## src/rtl/audStatPkg.sv

```systemverilog
`timescale 1ns/1ps
package audStatPkg;
  localparam int HALT_B = 0;
  localparam int CELV_B = 1;
  localparam int LVB_B  = 2;
  localparam int BC_B   = 3;
  localparam int FE_B   = 4;
  localparam int USED_W = 5;
  localparam int STICKY_N = 3;

  typedef struct packed {
    logic haltNext;
    logic celvNext;
    logic feSet;
    logic bcSet;
    logic lvbSet;
  } statStrb_t;
endpackage

```

## src/rtl/audStatCtrl.sv

```systemverilog
`timescale 1ns/1ps
module audStatCtrl
  import audStatPkg::*;
(
  input  logic      dirRx,
  input  logic      evBufDone,
  input  logic      evBufIoc,
  input  logic      evLastFetched,
  input  logic      evLastWritten,
  input  logic      idxMatch,
  input  logic      idxBufDone,
  input  logic      lviWrite,
  input  logic      runBit,
  input  logic      engineIdle,
  input  logic      fifoOverrun,
  input  logic      fifoUnderrun,
  input  logic      moreValid,
  output statStrb_t strb
);
  logic atLast;
  logic lastEvent;
  logic fifoFault;

  always_comb begin
    atLast    = idxMatch & idxBufDone & ~lviWrite;
    lastEvent = dirRx ? evLastWritten : evLastFetched;
    fifoFault = dirRx ? fifoOverrun : fifoUnderrun;

    strb.celvNext = atLast;
    strb.haltNext = (~runBit & engineIdle) | atLast;
    strb.lvbSet   = lastEvent;
    strb.bcSet    = evBufDone & evBufIoc;
    strb.feSet    = fifoFault & moreValid;
  end
endmodule

```

## src/rtl/audStatRegs.sv

```systemverilog
`timescale 1ns/1ps
module audStatRegs
  import audStatPkg::*;
#(
  parameter int REG_W = 16
) (
  input  logic             clk,
  input  logic             rstN,
  input  statStrb_t        strb,
  input  logic             ienIoc,
  input  logic             ienLvb,
  input  logic             ienFifo,
  input  logic             regWrEn,
  input  logic [REG_W-1:0] regWrData,
  output logic [REG_W-1:0] regRdData,
  output logic             irq
);
  localparam int PAD_W = REG_W - USED_W;

  logic                haltQ;
  logic                celvQ;
  logic [STICKY_N-1:0] stickyQ;
  logic [STICKY_N-1:0] setVec;
  logic [STICKY_N-1:0] clrVec;
  logic [STICKY_N-1:0] enVec;
  logic                irqQ;
  logic                unusedWrBits;

  assign setVec = {strb.feSet, strb.bcSet, strb.lvbSet};
  assign enVec  = {ienFifo, ienIoc, ienLvb};
  assign clrVec = {STICKY_N{regWrEn}} & regWrData[LVB_B +: STICKY_N];
  assign unusedWrBits = ^{regWrData[REG_W-1:USED_W], regWrData[CELV_B:HALT_B]};

  always_ff @(posedge clk) begin
    if (!rstN) begin
      haltQ <= 1'b1;
      celvQ <= 1'b0;
    end else begin
      haltQ <= strb.haltNext;
      celvQ <= strb.celvNext;
    end
  end

  for (genvar i = 0; i < STICKY_N; i++) begin : gSticky
    always_ff @(posedge clk) begin
      if (!rstN) stickyQ[i] <= 1'b0;
      else       stickyQ[i] <= (stickyQ[i] & ~clrVec[i]) | setVec[i];
    end
  end

  always_ff @(posedge clk) begin
    if (!rstN) irqQ <= 1'b0;
    else       irqQ <= |(stickyQ & enVec);
  end

  assign regRdData = {{PAD_W{1'b0}}, stickyQ, celvQ, haltQ};
  assign irq       = irqQ;


  set_wins_chk: assert property (@(posedge clk) disable iff (!rstN)
    strb.bcSet |=> regRdData[BC_B]);


  sticky_hold_chk: assert property (@(posedge clk) disable iff (!rstN)
    (regRdData[FE_B] && !(regWrEn && regWrData[FE_B])) |=> regRdData[FE_B]);


  w1c_clear_chk: assert property (@(posedge clk) disable iff (!rstN)
    (regWrEn && regWrData[LVB_B] && !strb.lvbSet) |=> !regRdData[LVB_B]);


  irq_raise_chk: assert property (@(posedge clk) disable iff (!rstN)
    (regRdData[BC_B] && ienIoc) |=> irq);


  irq_drop_chk: assert property (@(posedge clk) disable iff (!rstN)
    (regRdData[FE_B:LVB_B] == '0) |=> !irq);


  celv_halt_chk: assert property (@(posedge clk) disable iff (!rstN)
    regRdData[CELV_B] |-> regRdData[HALT_B]);
endmodule

```

## src/rtl/audDmaStatus.sv

```systemverilog
`timescale 1ns/1ps
module audDmaStatus
  import audStatPkg::*;
#(
  parameter int REG_W = 16
) (
  input  logic             clk,
  input  logic             rstN,
  input  logic             dirRx,
  input  logic             evBufDone,
  input  logic             evBufIoc,
  input  logic             evLastFetched,
  input  logic             evLastWritten,
  input  logic             idxMatch,
  input  logic             idxBufDone,
  input  logic             lviWrite,
  input  logic             runBit,
  input  logic             engineIdle,
  input  logic             fifoOverrun,
  input  logic             fifoUnderrun,
  input  logic             moreValid,
  input  logic             ienIoc,
  input  logic             ienLvb,
  input  logic             ienFifo,
  input  logic             regWrEn,
  input  logic [REG_W-1:0] regWrData,
  output logic [REG_W-1:0] regRdData,
  output logic             irq
);
  statStrb_t strb;

  audStatCtrl uCtrl (
    .dirRx(dirRx), .evBufDone(evBufDone), .evBufIoc(evBufIoc),
    .evLastFetched(evLastFetched), .evLastWritten(evLastWritten),
    .idxMatch(idxMatch), .idxBufDone(idxBufDone), .lviWrite(lviWrite),
    .runBit(runBit), .engineIdle(engineIdle),
    .fifoOverrun(fifoOverrun), .fifoUnderrun(fifoUnderrun),
    .moreValid(moreValid), .strb(strb)
  );

  audStatRegs #(.REG_W(REG_W)) uRegs (
    .clk(clk), .rstN(rstN), .strb(strb),
    .ienIoc(ienIoc), .ienLvb(ienLvb), .ienFifo(ienFifo),
    .regWrEn(regWrEn), .regWrData(regWrData),
    .regRdData(regRdData), .irq(irq)
  );
endmodule

```

## config.mk

```make
export PLATFORM = sky130hd
export DESIGN_NAME = audDmaStatus
export DESIGN_NICKNAME = d
export VERILOG_FILES = /design/src/rtl/audStatPkg.sv /design/src/rtl/audStatCtrl.sv /design/src/rtl/audStatRegs.sv /design/src/rtl/audDmaStatus.sv
export SDC_FILE = /design/constraint.sdc
export NUM_CORES = 1
export LEC_CHECK = 0
export BUFFER_PORTS_ARGS = -buffer_cell sky130_fd_sc_hd__buf_2
export CORE_AREA = 2 2 39 41
export DETAILED_ROUTE_END_ITERATION = 16
export DIE_AREA = 0 0 41 43
export PLACE_DENSITY = 0.73
export SLEW_MARGIN = 10
export SYNTH_ARGS = -nofsm -noshare
export SYNTH_HDL_FRONTEND = slang
export SYNTH_HIERARCHICAL = 1
export SYNTH_SLANG_ARGS = --single-unit
```

## constraint.sdc

```tcl
create_clock -name clk -period 2.1 [get_ports clk]
set_clock_uncertainty 0.1 [all_clocks]
set_input_delay 0.63 -clock clk [delete_from_list [all_inputs] [get_ports clk]]
set_output_delay 0.63 -clock clk [all_outputs]
set_load 0.05 [all_outputs]
```

==> summary.txt, run 1 <==
Worst setup path
  – CP Cell Sequence: buf_2
  – Buf+Inv Stages, Crit Path: 1
  – CP arrival: approximately 850 ps
  – Kind of critical path: reg -> out
  – Required @ worst endpoint: around 1400 ps
  – Worst path slowest cell: dfxtp_1
  – Startpoint types: flop
  – CP Max Fanout: 3
  – Crit. End Element: primary output
  – CP peak stage delay: 340 ps
  – Family with the most delay on the worst path: flip-flops

Die
  – Die outline width: 41 um
  – Die area: 1760 um^2
  – Row Count: 14
  – Die H: 43 um
  – Core Box Area: 1380 um^2
  – Initial Utilization: roughly a quarter
  – # IOs: 52

Routing
  – Routed len/inst: 8.72 um
  – First drt pass iteration count: 4
  – Vias: between 300 and 400
  – Routed Antenna Nets: 0
  – DRC errors left: 0
  – Routed WL: 706 um
  – Via density: 3.89
  – Drt initial violations: 6

Clocking
  – CTS resizes: 0
  – CTS Sinks: 6
  – Clk root buf: clkbuf_4
  – CTS tree: done
  – # H-tree levels: 1
  – Post-CTS setup buffers: 0
  – Clk Latency, worst-skew pair: 240 ps
  – Bufs on Longest Clock Path: 2
  – TritonCTS Buffers: 3
  – Post-CTS Hold Fix Bufs: 0
  – CTS clk-pin slew, worst paths: 50 ps

Power and ir drop
  – Internal power: 0.217 mW
  – Final Power: 0.344 mW
  – Worst VDD drop: 210 uV
  – Clk network pwr share: approximately 30%
  – Comb pwr share: approximately 33%
  – Sw Ratio: 36.9%
  – Pwr per Cell Area: 734 nW/um^2
  – Leak: 0.263 nW
  – Switching pwr: 0.127 mW
  – Seq pwr share: between 30% and 40%

Logic synthesis
  – Unique masters post-synth: 15
  – Count leader, synth: buf_4
  – Mapped cell area: 365 um^2
  – Post-synthesis async set-or-reset flop share: 0%
  – Cells after Synth: 40
  – Yosys top cell by area: dfxtp_1
  – YS warnings: 6
  – Most instantiated cells after synthesis: 15 x buf_4, 6 x dfxtp_1, 3 x a21boi_0, 3 x o21a_1
  – #FFs+latches synth: 6
  – EDFF count, synth: 0
  – Seq/Total Area, Yosys: between 30% and 40%
  – Most common flop cell mapped by yosys: dfxtp_1
  – Top-area cell type share of the netlist area: 32.9%
  – Top cells by area, synth: dfxtp_1 33%, buf_4 31%, a21boi_0 6.2%
  – Syn Area/Cell: roughly 9.1 um^2

GRT
  – Global-route wire length before repair: roughly 970 um
  – GRT Util Overall: 8.94%
  – Initial antenna violation count: 0
  – Pin count of the biggest net entering global routing: 7
  – Vias in the first global route: 274
  – Gr ovfl total: 0

Finish
  – Non-Filler Instances: 81
  – Share of cells above drive strength 1: 47.7%
  – Fillers: 157
  – Util after Layout: ~34%
  – Area growth, synth to finish: 28.1%
  – Final layout net count: 102
  – Ant. Diodes: 0

STA
  – RSZ-0062 raised after global routing: false
  – F_max: around 630 MHz
  – Final Setup Violations: 0
  – Max Slew Vio Count: 0
  – Final period util: 75.4%
  – Final TNS setup: 0 ps
  – Final Hold Viols: 0
  – Period minus WS final: 1580 ps

Hold path
  – Hold crit path type: reg -> reg

Place
  – Placed cell count: 78
  – Gpl congestion: between 0.6 and 0.7
  – Port buffer count: 27

Run status
  – Run status: finished, final reports clean

Job
  – Max Cap Viol: 0
## sequential cells by signal, summed over array words and instances (netlist names)
signal / count
uRegs/celvQ: 1
uRegs/regRdData: 3
uRegs/irq: 1
uRegs/haltQ: 1
## stage by stage
step                      worst slack (ps)  hold WS, ps  area [um^2]
after floorplan                        701          603          403
after global placement                 674          435          445
after detailed placement               663          483          445
after CTS                              504          502          468
after global routing                   470          533          468
final                                  517          486          468
## power by group through the flow
stage,registers [mW],logic (mW),clock network [mW]
floorplan,0.146,0.0875,0
global placement,0.127,0.114,0
detailed placement,0.127,0.115,0
CTS,0.125,0.116,0.110
global route,0.126,0.122,0.116
finish,0.125,0.115,0.104
## final timing paths
path,start,end,slack (ps),cells after the start
min,uRegs/regRdData[2],uRegs/irq,490,2
max reg2reg,uRegs/regRdData[3],uRegs/irq,1150,2
max,uRegs/regRdData[2],regRdData[2],520,1
min reg2reg,uRegs/regRdData[2],uRegs/irq,490,2
## cells by family (layout without fill, tap and decap cells)
logic type	count (synthesis)	count (layout)	share of synthesized area (%)
AO/OA/AOI/OAI	8	8	16.8
buffers and inverters	16	31	31.8
flip-flops	6	6	32.9
multiplexers	2	2	6.85
other	1	11	1.03
AND/OR/NAND/NOR	7	7	10.6
## layer usage
layer  GRT usage [%]  part of all wire [%]
met1            7.72                    33
met3            4.71                    16
met2            13.8                    50
met5               0                     0
met4            8.00                     0
## layout by cell type, fill, tap and decap left out
| cell type | instances |
|---|---|
| buf_2 | 27 |
| conb_1 | 11 |
| dfxtp_1 | 6 |
| clkbuf_4 | 3 |
| a21boi_0 | 3 |
| o21a_1 | 3 |
| and2_1 | 2 |
| nor2b_1 | 2 |
| nand2_1 | 1 |
| nor2_1 | 1 |
| mux2_4 | 1 |
| inv_1 | 1 |
| o22ai_1 | 1 |
| mux2i_1 | 1 |
| nand2b_1 | 1 |
| a222oi_1 | 1 |
## layout make-up
cell class,count,area (um^2),share of cell area [%]
clock buffer,3,22.5,4.81
inverter,1,3.75,0.802
multi-input combinational,28,166,35.6
sequential,6,120,25.7
tap,16,20.0,4.28
timing repair buffer,27,135,28.9
Note: power is estimated with default switching activity, not from simulation.
==> run 2, diff against run 1 <==
--- a/config.mk
+++ b/config.mk
@@ -5,11 +5,12 @@
 export SDC_FILE = /design/constraint.sdc
 export NUM_CORES = 1
 export LEC_CHECK = 0
+export ABC_AREA = 1
 export BUFFER_PORTS_ARGS = -buffer_cell sky130_fd_sc_hd__buf_2
-export CORE_AREA = 2 2 39 41
+export CORE_AREA = 2 2 42 44
 export DETAILED_ROUTE_END_ITERATION = 16
-export DIE_AREA = 0 0 41 43
-export PLACE_DENSITY = 0.73
+export DIE_AREA = 0 0 44 46
+export PLACE_DENSITY = 0.68
 export SLEW_MARGIN = 10
 export SYNTH_ARGS = -nofsm -noshare
 export SYNTH_HDL_FRONTEND = slang
==> constraint.sdc (replaced) <==
create_clock -name clk -period 1.39 [get_ports clk]
set_clock_uncertainty 0.1 [all_clocks]
set_input_delay 0.417 -clock clk [delete_from_list [all_inputs] [get_ports clk]]
set_output_delay 0.417 -clock clk [all_outputs]
set_load 0.05 [all_outputs]
==> summary.txt, run 2 <==
Clocking
  – TritonCTS Buffers: 3
  – Post-CTS Hold Fix Bufs: 0
  – CTS Sinks: 6
  – Clk root buf: clkbuf_4
  – Post-CTS setup buffers: 0
  – CTS clk-pin slew, worst paths: 40 ps
  – Bufs on Longest Clock Path: 2
  – CTS tree: done
  – # H-tree levels: 1
  – Clk Latency, worst-skew pair: 240 ps

Finish
  – Share of cells above drive strength 1: around 37%
  – Fillers: 196
  – Final layout net count: roughly 120
  – Multi-input logic area: approximately 150 um^2
  – Ant. Diodes: 0
  – Area growth, synth to finish: 28.8%
  – Flip-flop and latch area: 120 um^2
  – Commonest non-fill, non-tap cell in the layout: buf_2
  – Max FFs per register: 3
  – Leading cell types in the layout, fill and taps excluded: 24 x buf_2, 15 x nand2_1, 11 x inv_1, 11 x conb_1, 6 x dfxtp_1
  – Non-Filler Instances: 101

STA
  – Final period util: 96.1%
  – Final Hold Viols: 0
  – Final TNS setup: 0 ps
  – Period minus WS final: 1340 ps
  – F_max: ~750 MHz
  – RSZ-0062 raised after global routing: false
  – Max Slew Vio Count: 0
  – Final Setup Violations: 0

Routing
  – Routed WL: 720 um
  – Drt initial violations: 5
  – DRC errors left: 0
  – Routed len/inst: 7.13 um
  – Vias: 371
  – Routed Antenna Nets: 0
  – Via density: 3.67
  – First drt pass iteration count: 3

Run status
  – Run status: finished, final reports clean

Logic synthesis
  – EDFF count, synth: 0
  – Most instantiated cells after synthesis: 15 x buf_4, 15 x nand2_1, 11 x inv_1, 6 x dfxtp_1, 3 x a21oi_1
  – Syn Area/Cell: 6.55 um^2
  – Most common flop cell mapped by yosys: dfxtp_1
  – Cells after Synth: just under 60
  – Post-synthesis async set-or-reset flop share: 0%
  – Unique masters post-synth: 11
  – Top-area cell type share of the netlist area: 31.1%
  – Mapped cell area: 387 um^2
  – Seq/Total Area, Yosys: between 30% and 40%
  – Top cells by area, synth: dfxtp_1 31%, buf_4 29%, nand2_1 15%
  – Yosys top cell by area: dfxtp_1
  – #FFs+latches synth: 6
  – YS warnings: 6

GRT
  – GRT Util Overall: ~8.4%
  – Vias in the first global route: 301
  – Pin count of the biggest net entering global routing: 5
  – Global-route wire length before repair: around 1100 um
  – Gr ovfl total: 0
  – Initial antenna violation count: 0

Die
  – Core Box Area: 1610 um^2
  – Die H: 46 um
  – Die area: 2020 um^2
  – # IOs: 52
  – Row Count: 15
  – Initial Utilization: 24.0%
  – Die outline width: 44 um

Power and ir drop
  – Leak: 0.328 nW
  – Worst VDD drop: approximately 310 uV
  – Pwr per Cell Area: 1060 nW/um^2

Worst setup path
  – Kind of critical path: reg -> out
  – Worst path slowest cell: dfxtp_1
  – CP Cell Sequence: clkbuf_4
  – Required @ worst endpoint: 870 ps
  – Buf+Inv Stages, Crit Path: 1
  – Startpoint types: flop
  – Crit. End Element: primary output
  – CP peak stage delay: 340 ps
  – CP arrival: 820 ps
  – CP Max Fanout: 3
  – Family with the most delay on the worst path: flip-flops

Hold path
  – Hold crit path type: in -> reg

Place
  – Placed cell count: 98
  – Gpl congestion: 0.650
  – Half-perimeter wire length after placement: 627 um
  – Port buffer count: 27

Job
  – Max Cap Viol: 0
==> run 2: changes by cell type after synthesis, sizes merged, moves of 2 or more <==
cell and delta:
a21boi -3, a21oi +3, and2 -2, inv +11
nand2 +14, nand3 +2, nor2b -2, o21a -3
o21ai +2
==> run 2: cell type report <==
class / instances / area share [%]
Multi-Input combinational cell: 36 / 29.4
Timing Repair Buffer: 27 / 28.6
Sequential cell: 6 / 24.1
Inverter: 12 / 9.05
Clock buffer: 3 / 4.52
Tap cell: 17 / 4.27
==> run 2: power by group <==
part           internal, mW  total [mW]  switching, mW
clock network        0.0976       0.159         0.0612
logic                0.0442       0.179          0.134
registers             0.184       0.190        0.00542
total                 0.326       0.527          0.201
==> run 2: what timing repair did <==
action,4_1_cts,5_1_grt
gates resized for setup,0,5
endpoints found under the hold margin,0,0
endpoints found under the setup margin,0,3
==> run 2: path summary, 6_finish.rpt <==
path / slack, ps / to / cells after the start / start
setup reg to reg: 640 / uRegs/irq / 4 / uRegs/regRdData[3]
hold reg to reg: 380 / uRegs/regRdData[4] / 2 / uRegs/regRdData[4]
setup / recovery: 50 / regRdData[4] / 1 / uRegs/regRdData[4]
hold / removal: 300 / uRegs/celvQ / 3 / rstN
==> run 2: logic make-up after synthesis <==
| group | count (synthesis) | share of synthesized area [%] |
|---|---|---|
| DFF | 6 | 31.1 |
| AOI/OAI and AO/OA | 5 | 6.47 |
| buffers and inverters | 27 | 40.8 |
| other | 1 | 0.970 |
| and+or+nand+nor | 20 | 20.7 |
==> run 2: metal layers <==
metal	vias up	global-route usage (%)	share of wire, %
met5	-	0	0
met4	0	3.64	0
met3	0	8.73	15
met2	23	12.6	46
met1	152	7.33	38
li1	196	-	-
==> run 2: stage by stage <==
step                power [mW]  setup slack (ps)  util [%]  area (um^2)  hold slack (ps)
global route             0.565              12.1      30.9          498              299
detailed placement       0.368               253      29.0          468              369
finish                   0.527              54.8      30.9          498              298
floorplan                0.354               255         -          424              410
global placement         0.366               260      29.0          468              362
CTS                      0.536             0.232      30.4          490              291
==> run 3, diff against run 2 <==
--- a/config.mk
+++ b/config.mk
@@ -10,7 +10,7 @@
 export CORE_AREA = 2 2 42 44
 export DETAILED_ROUTE_END_ITERATION = 16
 export DIE_AREA = 0 0 44 46
-export PLACE_DENSITY = 0.68
+export PLACE_DENSITY = 0.69
 export SLEW_MARGIN = 10
 export SYNTH_ARGS = -nofsm -noshare
 export SYNTH_HDL_FRONTEND = slang
==> summary.txt, run 3 (same netlist as run 2, synthesis figures left out) <==
Place
  – Half-perimeter wire length after placement: 628 um
  – Port buffer count: 27
  – Gpl congestion: 0.614

STA
  – Final TNS setup: 0 ps
  – Period minus WS final: 1360 ps
  – Final Setup Violations: 0
  – Max Slew Vio Count: 0
  – Final period util: 97.9%
  – RSZ-0062 raised after global routing: false
  – Final Hold Viols: 0
  – F_max: 735 MHz

Worst setup path
  – Buf+Inv Stages, Crit Path: 1
  – CP arrival: ~840 ps
  – CP Max Fanout: 3
  – CP peak stage delay: 340 ps
  – Crit. End Element: primary output
  – Family with the most delay on the worst path: flip-flops
  – Startpoint types: flop
  – CP Cell Sequence: buf_2
  – Worst path slowest cell: dfxtp_1
  – Required @ worst endpoint: 870 ps
  – Kind of critical path: reg -> out

Die
  – # IOs: 52
  – Die outline width: 44 um
  – Initial Utilization: 24.0%
  – Row Count: 15
  – Core Box Area: 1610 um^2
  – Die area: about 2000 um^2
  – Die H: 46 um

GRT
  – Vias in the first global route: 293
  – Pin count of the biggest net entering global routing: 5
  – GRT Util Overall: ~7.4%
  – Initial antenna violation count: 0
  – Global-route wire length before repair: 1060 um
  – Gr ovfl total: 0

Clocking
  – # H-tree levels: 1
  – Clk Latency, worst-skew pair: 230 ps
  – Bufs on Longest Clock Path: 2
  – CTS Sinks: 6
  – TritonCTS Buffers: 3
  – CTS tree: done
  – Clk root buf: clkbuf_4
  – CTS clk-pin slew, worst paths: 40 ps
  – Post-CTS setup buffers: 0

Routing
  – Vias: 358
  – Via density: 3.54
  – Routed len/inst: about 7 um
  – First drt pass iteration count: 2
  – DRC errors left: 0
  – Routed WL: 709 um
  – Drt initial violations: 2
  – Routed Antenna Nets: 0

Power and ir drop
  – Pwr per Cell Area: ~1000 nW/um^2
  – Worst VDD drop: 292 uV
  – Leak: ~0.33 nW

Run status
  – Run status: finished, final reports clean

Finish
  – Area growth, synth to finish: 28.2%
  – Leading cell types in the layout, fill and taps excluded: 25 x buf_2, 15 x nand2_1, 11 x inv_1, 11 x conb_1, 6 x dfxtp_1
  – Max FFs per register: 3
  – Fillers: 195
  – Multi-input logic area: 146 um^2
  – Final layout net count: 121
  – Commonest non-fill, non-tap cell in the layout: buf_2
  – Ant. Diodes: 0
  – Share of cells above drive strength 1: 36.9%
  – Util after Layout: 30.7%
  – Flip-flop and latch area: 120 um^2

Job
  – Max Cap Viol: 0

Hold path
  – Hold crit path type: in -> reg
run 3: changes by cell type in the layout (fill, tap and decap cells not counted):
cell,previous run,this run
buf_4,2,0
clkbuf_4,4,5
buf_2,24,25
run 3: final timing paths:
path / start / to / slack [ps] / cells after the start
hold reg to reg: uRegs/regRdData[3] / uRegs/regRdData[3] / 370 / 2
hold / removal: rstN / uRegs/celvQ / 310 / 3
setup / recovery: uRegs/regRdData[4] / regRdData[4] / 30 / 1
setup reg to reg: uRegs/regRdData[3] / uRegs/irq / 650 / 4
run 3: metrics by stage:
step                setup slack (ps)  power, mW  hold slack, ps  cells  cell area (um^2)
global route                    1.02      0.549             321    101               495
finish                          29.0      0.515             307    101               495
global placement                 259      0.366             362     98               468
CTS                             14.0      0.523             300    101               490
detailed placement               266      0.368             369     98               468
floorplan                        255      0.354             410     69               424
run 3: cell type report:
cell class	count	share of cell area (%)
inverters	12	9.09
flip-flops and latches	6	24.2
clock buffers	3	4.55
multi-input cells	36	29.5
well taps	17	4.29
repair buffers	27	28.3
run 3: timing repair:
item,4_1_cts,5_1_grt
hold buffers,0,0
resized for setup,0,2
endpoints found under the setup margin,0,2
hold endpoints to repair,0,0
run 3: routing by layer:
metal / vias to the layer above / share of wire [%] / wire (um) / global-route usage, %
met1: 142 / 38 / 272 / 7.80
met5: - / 0 / 0 / 0
met3: 0 / 13 / 95 / 5.16
li1: 195 / - / - / -
met4: 0 / 0 / 0 / 3.64
met2: 21 / 48 / 341 / 11.2
run 3: worst register-to-register path, stage by stage, from the launching register on:
cell,delay [ps]
dfxtp_1,310
nand2_1,60
nand3_1,80
nand2_1,60
inv_1,30
run 3: power breakdown:
part | internal [mW] | switching, mW
clock network | 0.0969 | 0.0522
registers | 0.184 | 0.00537
logic | 0.0428 | 0.134
total | 0.324 | 0.191
